$ cat src/rtl/bwa_pkg.sv
package bwa_pkg;
  localparam int BYTE_W    = 8;
  localparam int APP_BYTES = 4;
  localparam int APP_DW    = APP_BYTES * BYTE_W;
  localparam int IDX_W     = $clog2(APP_BYTES);

  // log2 of bytes per memory beat
  function automatic logic [1:0] beat_lg(input logic [1:0] sel);
    if (sel[1])      return 2'd0;
    else if (sel[0]) return 2'd1;
    else             return 2'd2;
  endfunction

  function automatic logic [IDX_W-1:0] final_idx(input logic [1:0] sel);
    return IDX_W'((APP_BYTES - 1) >> beat_lg(sel));
  endfunction
endpackage

$ cat src/rtl/bwa_slice_ctr.sv
module bwa_slice_ctr #(
  parameter int IDX_W = 2
) (
  input  logic             clk_i,
  input  logic             rst_ni,
  input  logic             start_i,
  input  logic             step_i,
  input  logic             close_i,
  input  logic [IDX_W-1:0] final_idx_i,
  output logic [IDX_W-1:0] idx_o,
  output logic             final_o
);
  logic [IDX_W-1:0] cnt_q;

  assign idx_o   = start_i ? '0 : cnt_q;
  assign final_o = (idx_o == final_idx_i);

  always_ff @(posedge clk_i or negedge rst_ni) begin
    if (!rst_ni)                       cnt_q <= '0;
    else if (step_i && (final_o || close_i)) cnt_q <= '0;
    else if (step_i)                   cnt_q <= idx_o + 1'b1;
    else                               cnt_q <= idx_o;
  end
endmodule

$ cat src/rtl/bwa_wr_split.sv
module bwa_wr_split #(
  parameter int BYTE_W    = 8,
  parameter int APP_BYTES = 4,
  localparam int IDX_W    = $clog2(APP_BYTES),
  localparam int DW       = APP_BYTES * BYTE_W
) (
  input  logic                 clk_i,
  input  logic                 rst_ni,
  input  logic [1:0]           lg_i,
  input  logic [IDX_W-1:0]     idx_i,
  input  logic                 step_i,
  input  logic [DW-1:0]        app_data_i,
  input  logic [APP_BYTES-1:0] app_be_ni,
  output logic [DW-1:0]        mem_data_o,
  output logic [APP_BYTES-1:0] mem_be_no
);
  logic [IDX_W:0]         bpb;
  logic [DW-1:0]          data_d;
  logic [APP_BYTES-1:0]   be_d;

  assign bpb = (IDX_W+1)'(1) << lg_i;

  for (genvar k = 0; k < APP_BYTES; k++) begin : g_lane
    logic [IDX_W-1:0] src;
    assign src = IDX_W'(idx_i << lg_i) + IDX_W'(k);
    always_comb begin
      if ((IDX_W+1)'(k) < bpb) begin
        data_d[k*BYTE_W +: BYTE_W] = app_data_i[src*BYTE_W +: BYTE_W];
        be_d[k]                    = app_be_ni[src];
      end else begin
        data_d[k*BYTE_W +: BYTE_W] = '0;
        be_d[k]                    = 1'b1;
      end
    end
  end

  always_ff @(posedge clk_i or negedge rst_ni) begin
    if (!rst_ni) begin
      mem_data_o <= '0;
      mem_be_no  <= '1;
    end else if (step_i) begin
      mem_data_o <= data_d;
      mem_be_no  <= be_d;
    end
  end
endmodule

$ cat src/rtl/bwa_rd_pack.sv
module bwa_rd_pack #(
  parameter int BYTE_W    = 8,
  parameter int APP_BYTES = 4,
  localparam int IDX_W    = $clog2(APP_BYTES),
  localparam int DW       = APP_BYTES * BYTE_W
) (
  input  logic             clk_i,
  input  logic             rst_ni,
  input  logic [1:0]       lg_i,
  input  logic [IDX_W-1:0] idx_i,
  input  logic             final_i,
  input  logic             step_i,
  input  logic             close_i,
  input  logic [DW-1:0]    mem_data_i,
  output logic [DW-1:0]    app_data_o,
  output logic             app_valid_o,
  output logic             app_last_o
);
  logic [IDX_W:0] bpb;
  assign bpb = (IDX_W+1)'(1) << lg_i;

  for (genvar j = 0; j < APP_BYTES; j++) begin : g_byte
    logic [IDX_W-1:0] tgt, lane;
    assign tgt  = IDX_W'(IDX_W'(j) >> lg_i);
    assign lane = IDX_W'(j) & IDX_W'(bpb - 1'b1);
    always_ff @(posedge clk_i or negedge rst_ni) begin
      if (!rst_ni)
        app_data_o[j*BYTE_W +: BYTE_W] <= '0;
      else if (step_i && tgt == idx_i)
        app_data_o[j*BYTE_W +: BYTE_W] <= mem_data_i[lane*BYTE_W +: BYTE_W];
      else if (step_i && idx_i == '0)
        app_data_o[j*BYTE_W +: BYTE_W] <= '0;  // fresh word: clear unfilled bytes
    end
  end

  always_ff @(posedge clk_i or negedge rst_ni) begin
    if (!rst_ni) begin
      app_valid_o <= 1'b0;
      app_last_o  <= 1'b0;
    end else begin
      app_valid_o <= step_i && (final_i || close_i);
      app_last_o  <= step_i && close_i;
    end
  end
endmodule

$ cat src/rtl/bus_width_adapter.sv
module bus_width_adapter
  import bwa_pkg::*;
#(
  parameter int BYTE_W_P    = BYTE_W,
  parameter int APP_BYTES_P = APP_BYTES,
  localparam int DW         = BYTE_W_P * APP_BYTES_P,
  localparam int IW         = $clog2(APP_BYTES_P)
) (
  input  logic                   clk_i,
  input  logic                   rst_ni,
  input  logic [1:0]             width_sel_i,
  input  logic                   xfer_wr_start_i,
  input  logic                   xfer_wr_next_i,
  input  logic                   xfer_wr_last_i,
  input  logic [DW-1:0]          app_wr_data_i,
  input  logic [APP_BYTES_P-1:0] app_wr_be_ni,
  output logic                   app_wr_next_o,
  output logic                   app_wr_last_o,
  output logic [DW-1:0]          mem_wr_data_o,
  output logic [APP_BYTES_P-1:0] mem_wr_be_no,
  input  logic                   xfer_rd_start_i,
  input  logic                   xfer_rd_ok_i,
  input  logic                   xfer_rd_last_i,
  input  logic [DW-1:0]          mem_rd_data_i,
  output logic [DW-1:0]          app_rd_data_o,
  output logic                   app_rd_valid_o,
  output logic                   app_rd_last_o
);
  logic [1:0]    lg;
  logic [IW-1:0] fin_idx, wr_idx, rd_idx;
  logic          wr_final, rd_final;

  assign lg      = beat_lg(width_sel_i);
  assign fin_idx = IW'(final_idx(width_sel_i));

  bwa_slice_ctr #(.IDX_W(IW)) u_wr_ctr (
    .clk_i, .rst_ni,
    .start_i     (xfer_wr_start_i),
    .step_i      (xfer_wr_next_i),
    .close_i     (xfer_wr_last_i),
    .final_idx_i (fin_idx),
    .idx_o       (wr_idx),
    .final_o     (wr_final)
  );

  bwa_slice_ctr #(.IDX_W(IW)) u_rd_ctr (
    .clk_i, .rst_ni,
    .start_i     (xfer_rd_start_i),
    .step_i      (xfer_rd_ok_i),
    .close_i     (xfer_rd_last_i),
    .final_idx_i (fin_idx),
    .idx_o       (rd_idx),
    .final_o     (rd_final)
  );

  bwa_wr_split #(.BYTE_W(BYTE_W_P), .APP_BYTES(APP_BYTES_P)) u_split (
    .clk_i, .rst_ni,
    .lg_i       (lg),
    .idx_i      (wr_idx),
    .step_i     (xfer_wr_next_i),
    .app_data_i (app_wr_data_i),
    .app_be_ni  (app_wr_be_ni),
    .mem_data_o (mem_wr_data_o),
    .mem_be_no  (mem_wr_be_no)
  );

  bwa_rd_pack #(.BYTE_W(BYTE_W_P), .APP_BYTES(APP_BYTES_P)) u_pack (
    .clk_i, .rst_ni,
    .lg_i        (lg),
    .idx_i       (rd_idx),
    .final_i     (rd_final),
    .step_i      (xfer_rd_ok_i),
    .close_i     (xfer_rd_last_i),
    .mem_data_i  (mem_rd_data_i),
    .app_data_o  (app_rd_data_o),
    .app_valid_o (app_rd_valid_o),
    .app_last_o  (app_rd_last_o)
  );

  assign app_wr_next_o = xfer_wr_next_i && (wr_final || xfer_wr_last_i);
  assign app_wr_last_o = xfer_wr_next_i && xfer_wr_last_i;
endmodule

$ cat config.mk
export PLATFORM = sky130hd
export DESIGN_NAME = bus_width_adapter
export DESIGN_NICKNAME = d
export VERILOG_FILES = /design/src/rtl/bwa_pkg.sv /design/src/rtl/bwa_slice_ctr.sv /design/src/rtl/bwa_wr_split.sv /design/src/rtl/bwa_rd_pack.sv /design/src/rtl/bus_width_adapter.sv
export SDC_FILE = /design/constraint.sdc
export NUM_CORES = 1
export LEC_CHECK = 0
export BUFFER_PORTS_ARGS = -buffer_cell sky130_fd_sc_hd__buf_2
export CELL_PAD_IN_SITES_DETAIL_PLACEMENT = 1
export CELL_PAD_IN_SITES_GLOBAL_PLACEMENT = 2
export CORE_ASPECT_RATIO = 0.5
export CORE_MARGIN = 2
export CORE_UTILIZATION = 34
export CTS_BUF_LIST = sky130_fd_sc_hd__clkbuf_4 sky130_fd_sc_hd__clkbuf_8
export CTS_CLUSTER_SIZE = 30
export DETAILED_ROUTE_END_ITERATION = 8
export GPL_ROUTABILITY_DRIVEN = 0
export MAX_ROUTING_LAYER = met4
export PLACE_DENSITY = 0.91
export SYNTH_ARGS = -nofsm -noshare
export SYNTH_HDL_FRONTEND = slang
export SYNTH_SLANG_ARGS = --single-unit
$ cat constraint.sdc
create_clock -name clk_i -period 5 [get_ports clk_i]
set_input_delay 0.5 -clock clk_i [delete_from_list [all_inputs] [get_ports clk_i]]
set_output_delay 0.5 -clock clk_i [all_outputs]
set_load 0.05 [all_outputs]
; Yosys cells after proc, flatten, opt, wreduce, memory -nomap -nowiden
; Cells that the tools add are included.
[classes]
add_sub_neg = 6
n_lt_le_gt_ge = 8
n_eq_ne = 6
n_shift = 14
mux = 29
n_reduce_logical = 16
[ops]
columns = operator, count
row1 = $shiftx 32x6->8, 6
row2 = $mux 8, 9
row3 = $shiftx 32x5->8, 1
row4 = $mux 2, 8
row5 = $eq 2x2->1, 6
row6 = $lt 2x3->1 const B, 4
row7 = $logic_and 1x1->1, 9
row8 = $bmux 1 s2, 4
row9 = $mux 1, 8
row10 = $reduce_bool 2->1, 4
row11 = $add 2x1->2 const B, 3
row12 = $lt 1x3->1 const A, 2
row13 = $lt 2x3->1 const A, 2
row14 = $shr 2x2->2 const A, 3
row15 = $add 2x2->2 const B, 2
row16 = $shr 1x2->2 const A, 2
row17 = $shl 1x2->3 const A, 1
row18 = $logic_not 2->1, 1
row19 = $logic_or 1x1->1, 2
row20 = $shl 2x2->2, 1
row21 = $sub 2x1->2 const B, 1
[word_totals]
regBits = 74
output_inout_bits = 72
word_cells = 89

; Depth between registers and ports, before layout
[logic_depth]
ltp_word = 7
depth_mapped = 7
mapped_depth_nobuf = 5

; By module
; From an unflattened synthesis, not the netlist that was laid out.
[unflattened]
hier_cells = 531
hier_area_um2 = 5062.4
[modules_own_cells]
columns = module, n_inst, cells_per_inst, area_per_inst_um2
row1 = bwa_wr_split, 1, 330, 2875.3
row2 = bwa_rd_pack, 1, 151, 1783.0
row3 = bwa_slice_ctr, 2, 22, 185.2
row4 = bus_width_adapter, 1, 6, 33.8

; Worst setup path before layout
; No wires, ideal clock.
[synth_timing]
path_type = input port to output port
start = input port xfer_wr_start_i
end = output port app_wr_next_o
arrival_time_ns = 1.809
t_required_ns = 4.500
setup_slack_ns = 2.691
stages = 5
path_cell_list = buf_6 -> nand2b_1 -> or3b_2 -> a21oi_1 -> o31a_1
[synth_between]
elab_chain_cells = 4
[synth_lines]
columns = element, line
row1 = start: declaration, bus_width_adapter.sv:12  ; input logic xfer_wr_start_i,
row2 = $mux 2, bwa_slice_ctr.sv:15  ; assign idx_o = start_i ? '0 : cnt_q;
row3 = $eq 2x2->1, bwa_slice_ctr.sv:16  ; assign final_o = (idx_o == final_idx_i);
row4 = $logic_or 1x1->1, bus_width_adapter.sv:80  ; assign app_wr_next_o = xfer_wr_next_i && (wr_final || xfer_wr_last_i);
row5 = $logic_and 1x1->1, bus_width_adapter.sv:80
row6 = end: declaration, bus_width_adapter.sv:17  ; output logic app_wr_next_o,
; No other way between the ends.

; Worst setup path in the final report
[layout_timing]
start = input port width_sel_i[1]
end = output port app_wr_next_o
[layout_between]
elab_chain_cells = 5
[layout_lines]
columns = element, line
row1 = start: declaration, bus_width_adapter.sv:11  ; input logic [1:0] width_sel_i,
row2 = $mux 2, bwa_pkg.sv:9  ; if (sel[1]) return 2'd0;
row3 = $shr 2x2->2, bwa_pkg.sv:15  ; return IDX_W'((APP_BYTES - 1) >> beat_lg(sel));
row4 = $eq 2x2->1, bwa_slice_ctr.sv:16
row5 = $logic_or 1x1->1, bus_width_adapter.sv:80
row6 = $logic_and 1x1->1, bus_width_adapter.sv:80
; No other way between the ends.

==> results by stage <==
Worst setup path:
- For this run, the slowest stage of the critical path takes 740 ps.
- The largest driver fanout on the critical path is 47.
- The launch point of the worst path is width_sel_i[1].
- The required time of the worst setup path is 4500 ps.
- STA classifies the critical path endpoint as an output pin.
- The worst endpoint data arrival time is 2430 ps.
- The class of the most critical setup path is input pin to output pin.
- Across all register-to-register paths, the minimum setup slack is 2900 ps.
- The reg-to-reg critical path endpoint is u_split.mem_data_o[7].
- For the worst flop-to-flop path, the logic depth is 4.
- The cell repeated most along the worst path is sky130_fd_sc_hd__buf_2.
- The signal on the critical path passes through buf_2 -> nand3b_4 -> nor2_1 -> o31a_1 -> buf_2.
- The slowest stage of the critical path belongs to the cell sky130_fd_sc_hd__buf_2.
- The kind of launch point of the worst setup path is an input pin.
- The startpoint identified for the worst register-to-register timing path is u_wr_ctr.cnt_q[0].

Pwr:
- The total power per unit cell area is 344.8 nW/µm².
- In this run, the combinational gates consume 29.9% of the power.
- The sequential share of power is 39.7%.
- The largest voltage drop on the vdd net is 121.1 µV.
- Internal power comes to 0.001115 W.
- The clock network power share is 30.4%.
- The net switching component of the power is 0.0006373 W.
- The total leakage power is 2.739 nW.
- The fraction of power spent switching nets is 36.38%.

STA:
- Across the routed clock network, the largest skew measured is 8.491 ps.
- The max-slew violation count is 0.
- For the pin with the worst max-slew slack, the measured transition is 996.7 ps.
- The worst hold-check slack is 277.9 ps.
- The hold violation count in the final report came to 0.
- Setup repair after global routing left no endpoint under its margin.
- The maximum clock frequency is 340.9 MHz.
- Setup violations remaining at the end of the flow were counted as 0.
- In the finished design, the share of the clock period the worst path needs comes to 58.66%.
- The setup TNS is 0 ps.
- Counting I/O delays and the setup requirement, the final critical path takes 2933 ps.
- The headroom to the max-slew limit is 33.55%.

Placed design:
- The detailed placement HPWL is 8.304 mm.
- The count of port buffers added during placement is 149.
- The count of placed standard cells including taps is 632.

Synthesis:
- The sequential element share of the synthesized area is 46.20%.
- After synthesis, the largest area contributor takes up 43.59% of total cell area.
- After synthesis, the largest family of logic cells by area is multiplexers.
- Yosys mapped a number of flops with a built-in enable equal to 0.
- The largest total area in the synthesized netlist belongs to sky130_fd_sc_hd__dfrtp_1.
- In the post-synthesis netlist, the cell with the most instances is sky130_fd_sc_hd__dfrtp_1.
- Synthesis produced a netlist with a net count of 424.
- In the synthesized netlist, the number of instances is 345.
- During synthesis, Yosys emitted a total of 0 warnings.
- Summing the areas of all fa, ha and maj instances in the mapped netlist gives 0.3113% of the synthesized area.
- In the post-synthesis netlist, the biggest area contributors are sky130_fd_sc_hd__dfrtp_1, sky130_fd_sc_hd__mux2i_1, sky130_fd_sc_hd__mux2_2.
- For this run, asynchronously set or reset flops after synthesis account for 100.0%.
- The share of the synthesized netlist area taken by xor and xnor gates is 0.6538%.
- Ranked by instance count, the synthesized netlist is headed by sky130_fd_sc_hd__dfrtp_1, sky130_fd_sc_hd__mux2i_1, sky130_fd_sc_hd__mux2_2, sky130_fd_sc_hd__nand2_1, sky130_fd_sc_hd__inv_1.
- For this run, the leading register cell type out of synthesis is sky130_fd_sc_hd__dfrtp_1.
- The register bit count reported by yosys is 74.
- The mux cell area share after synthesis is 31.44%.
- Summing the areas of all compound-gate instances in the mapped netlist gives 7.036% of the synthesized area.
- The synthesized area per cell is 11.65 µm².
- The synthesized netlist devotes 9.433% of its cell area to simple gates.
- The netlist uses 44 different library cells.
- In this run the cell area of the synthesized design comes to 4019 µm².

Worst hold path:
- The worst hold path belongs to the class input pin to async pin.

Routing:
- The total number of vias is 3245.
- The detailed router finished its first iteration with 151 violations.
- The DRC violation count after routing is 0.
- The detail route stage leaves a number of antenna-violating nets equal to 0.
- In the final routed layout, each cell accounts on average for 18.01 µm.
- The total length of routed wires is 11.67 mm.
- Dividing the detail-routed via count by the number of cells gives 5.008.
- The number of search-and-repair iterations in the first detailed-routing pass is 4.

Die:
- The floorplan step defined a core boundary enclosing 11250 µm².
- The effective utilization at floorplan is 35.72%.
- The overall die area is 12760 µm².
- Pin placement for this block handled 150 I/O pins.
- The total number of placement rows is 27.
- From left edge to right edge, the die measures 157.8 µm.
- The overall die height is 80.88 µm.

Layout:
- The filler-free cell count of the finished design is 648.
- The number of inserted diodes is 0.
- The layout overhead on the synthesized area is 26.43%.
- The fraction of layout cells with a size suffix above 1 is 44.58%.
- The final layout contains 563 nets.

CTS:
- Once the clock tree was built, the setup fixing pass inserted 0 buffers.
- Hold repair after CTS inserted 0 buffers.
- TritonCTS built the clock tree.
- After clock tree synthesis, the clock-pin slew on the worst setup and hold paths is 80 ps.
- No sink is reached through more buffers than the 2 on the longest clock path.
- CTS placed an instance of sky130_fd_sc_hd__clkbuf_8 at the clock tree root.
- Gates resized during post-CTS repair numbered 0.
- At the later pin of the worst-skew pair, clock insertion delay measures 350 ps.
- The number of H-tree branching levels is 3.
- The number of buffers created by CTS is 9.
- The total number of clock tree sinks is 74.

GRT:
- The number of antenna violations at the first check in global routing is 0.
- The first global-routing pass estimated 17.93 mm of wire.
- The global router's overall resource usage is 18.94%.
- The pin count of the biggest net entering global routing is 75.
- The number of global-route vias before repair is 3358.
- Summed over all layers, the global routing overflow is 0.

Flow run:
- The number of maximum-capacitance constraint violations is 0.

Status:
- The flow ran to the end, and the final reports show no timing, DRC or antenna violations.
[registers in the layout, indices dropped and copies added, names as in the netlist]
signal and cells:
u_pack.app_valid_o 1, u_split.mem_be_no 4, u_pack.app_data_o 32, u_wr_ctr.cnt_q 2
u_split.mem_data_o 32, u_pack.app_last_o 1, u_rd_ctr.cnt_q 2
[worst max-delay path by stage]
stage                       endpoint  slack, ps
2_1_floorplan          app_wr_next_o       2690
3_3_place_gp           app_wr_next_o       2080
3_5_place_dp   u_split.mem_data_o[5]       2010
4_1_cts                app_wr_next_o       2040
5_1_grt                app_wr_next_o       1830
6_report               app_wr_next_o       2070
[logic make-up (layout without fill, tap and decap cells)]
family                     after synthesis  count (layout)
DFF                                     74              74
muxes                                  109             109
adders and majority gates                1               1
buffers and inverters                   43             187
AOI/OAI and AO/OA                       41              41
and+or+nand+nor                         74              74
xor gates and xnor gates                 3               3
[cell type report]
| cell class | instances | area [µm²] |
|---|---|---|
| clock inverter | 5 | 77.57 |
| tap | 159 | 198.9 |
| clock buffer | 11 | 145.1 |
| fill | 1298 | 6168 |
| multi-input combinational | 228 | 1964 |
| inverter | 20 | 75.07 |
| sequential | 74 | 1857 |
| timing repair buffer | 151 | 763.2 |
[layout by cell type (no fill, tap or decap), types with 2 or more instances in the layout]
cell,netlist,routed
sky130_fd_sc_hd__buf_2,5,148
sky130_fd_sc_hd__dfrtp_1,70,70
sky130_fd_sc_hd__mux2i_1,67,67
sky130_fd_sc_hd__nand2_1,33,33
sky130_fd_sc_hd__mux2_2,33,33
sky130_fd_sc_hd__inv_1,20,20
sky130_fd_sc_hd__o22ai_1,17,17
sky130_fd_sc_hd__nor2_1,14,14
sky130_fd_sc_hd__a21oi_1,11,11
sky130_fd_sc_hd__clkbuf_8,0,10
sky130_fd_sc_hd__nor3b_1,9,9
sky130_fd_sc_hd__nand2b_1,5,5
sky130_fd_sc_hd__mux4_1,5,5
sky130_fd_sc_hd__mux4_2,4,4
sky130_fd_sc_hd__dfstp_2,4,4
sky130_fd_sc_hd__buf_4,2,3
sky130_fd_sc_hd__nand3b_1,2,2
sky130_fd_sc_hd__xnor2_1,2,2
sky130_fd_sc_hd__and3_1,2,2
sky130_fd_sc_hd__o21ai_0,2,2
sky130_fd_sc_hd__clkinv_2,0,2
sky130_fd_sc_hd__bufinv_16,0,2
[through the flow]
stage | setup slack [ps] | cell area (µm²) | utilization, % | total power [W]
global route | 1832 | 5081 | 45.17 | 0.001831
CTS | 2038 | 5081 | 45.17 | 0.001774
finish | 2067 | 5081 | 45.17 | 0.001752
floorplan | 2691 | 4019 | - | 0.001079
detailed placement | 2010 | 4858 | 43.19 | 0.001235
global placement | 2082 | 4858 | 43.19 | 0.001224
[worst max-delay path, delay by kind of cell]
| family | cells | cell delay (ps) |
|---|---|---|
| AND/OR/NAND/NOR | 2 | 790 |
| AO/OA/AOI/OAI | 1 | 130 |
| buffers and inverters | 2 | 1000 |
[power by group through the flow]
stage / clock network (W) / logic (W) / registers [W]
floorplan: 0 / 0.000163 / 0.000916
global placement: 0 / 0.000519 / 0.000705
CTS: 0.000549 / 0.000530 / 0.000696
finish: 0.000533 / 0.000523 / 0.000695
global route: 0.000573 / 0.000555 / 0.000703
detailed placement: 0 / 0.000528 / 0.000707
[routing by layer]
layer / track usage [%] / part of all wire (%) / vias to the layer above
met1: 23.07 / 44 / 1618
met3: 5.336 / 6.4 / 13
met5: - / 0 / -
met4: 5.182 / 1.4 / 0
met2: 31.26 / 48 / 103
li1: - / - / 1511
Power figures use the tool's default switching activity.
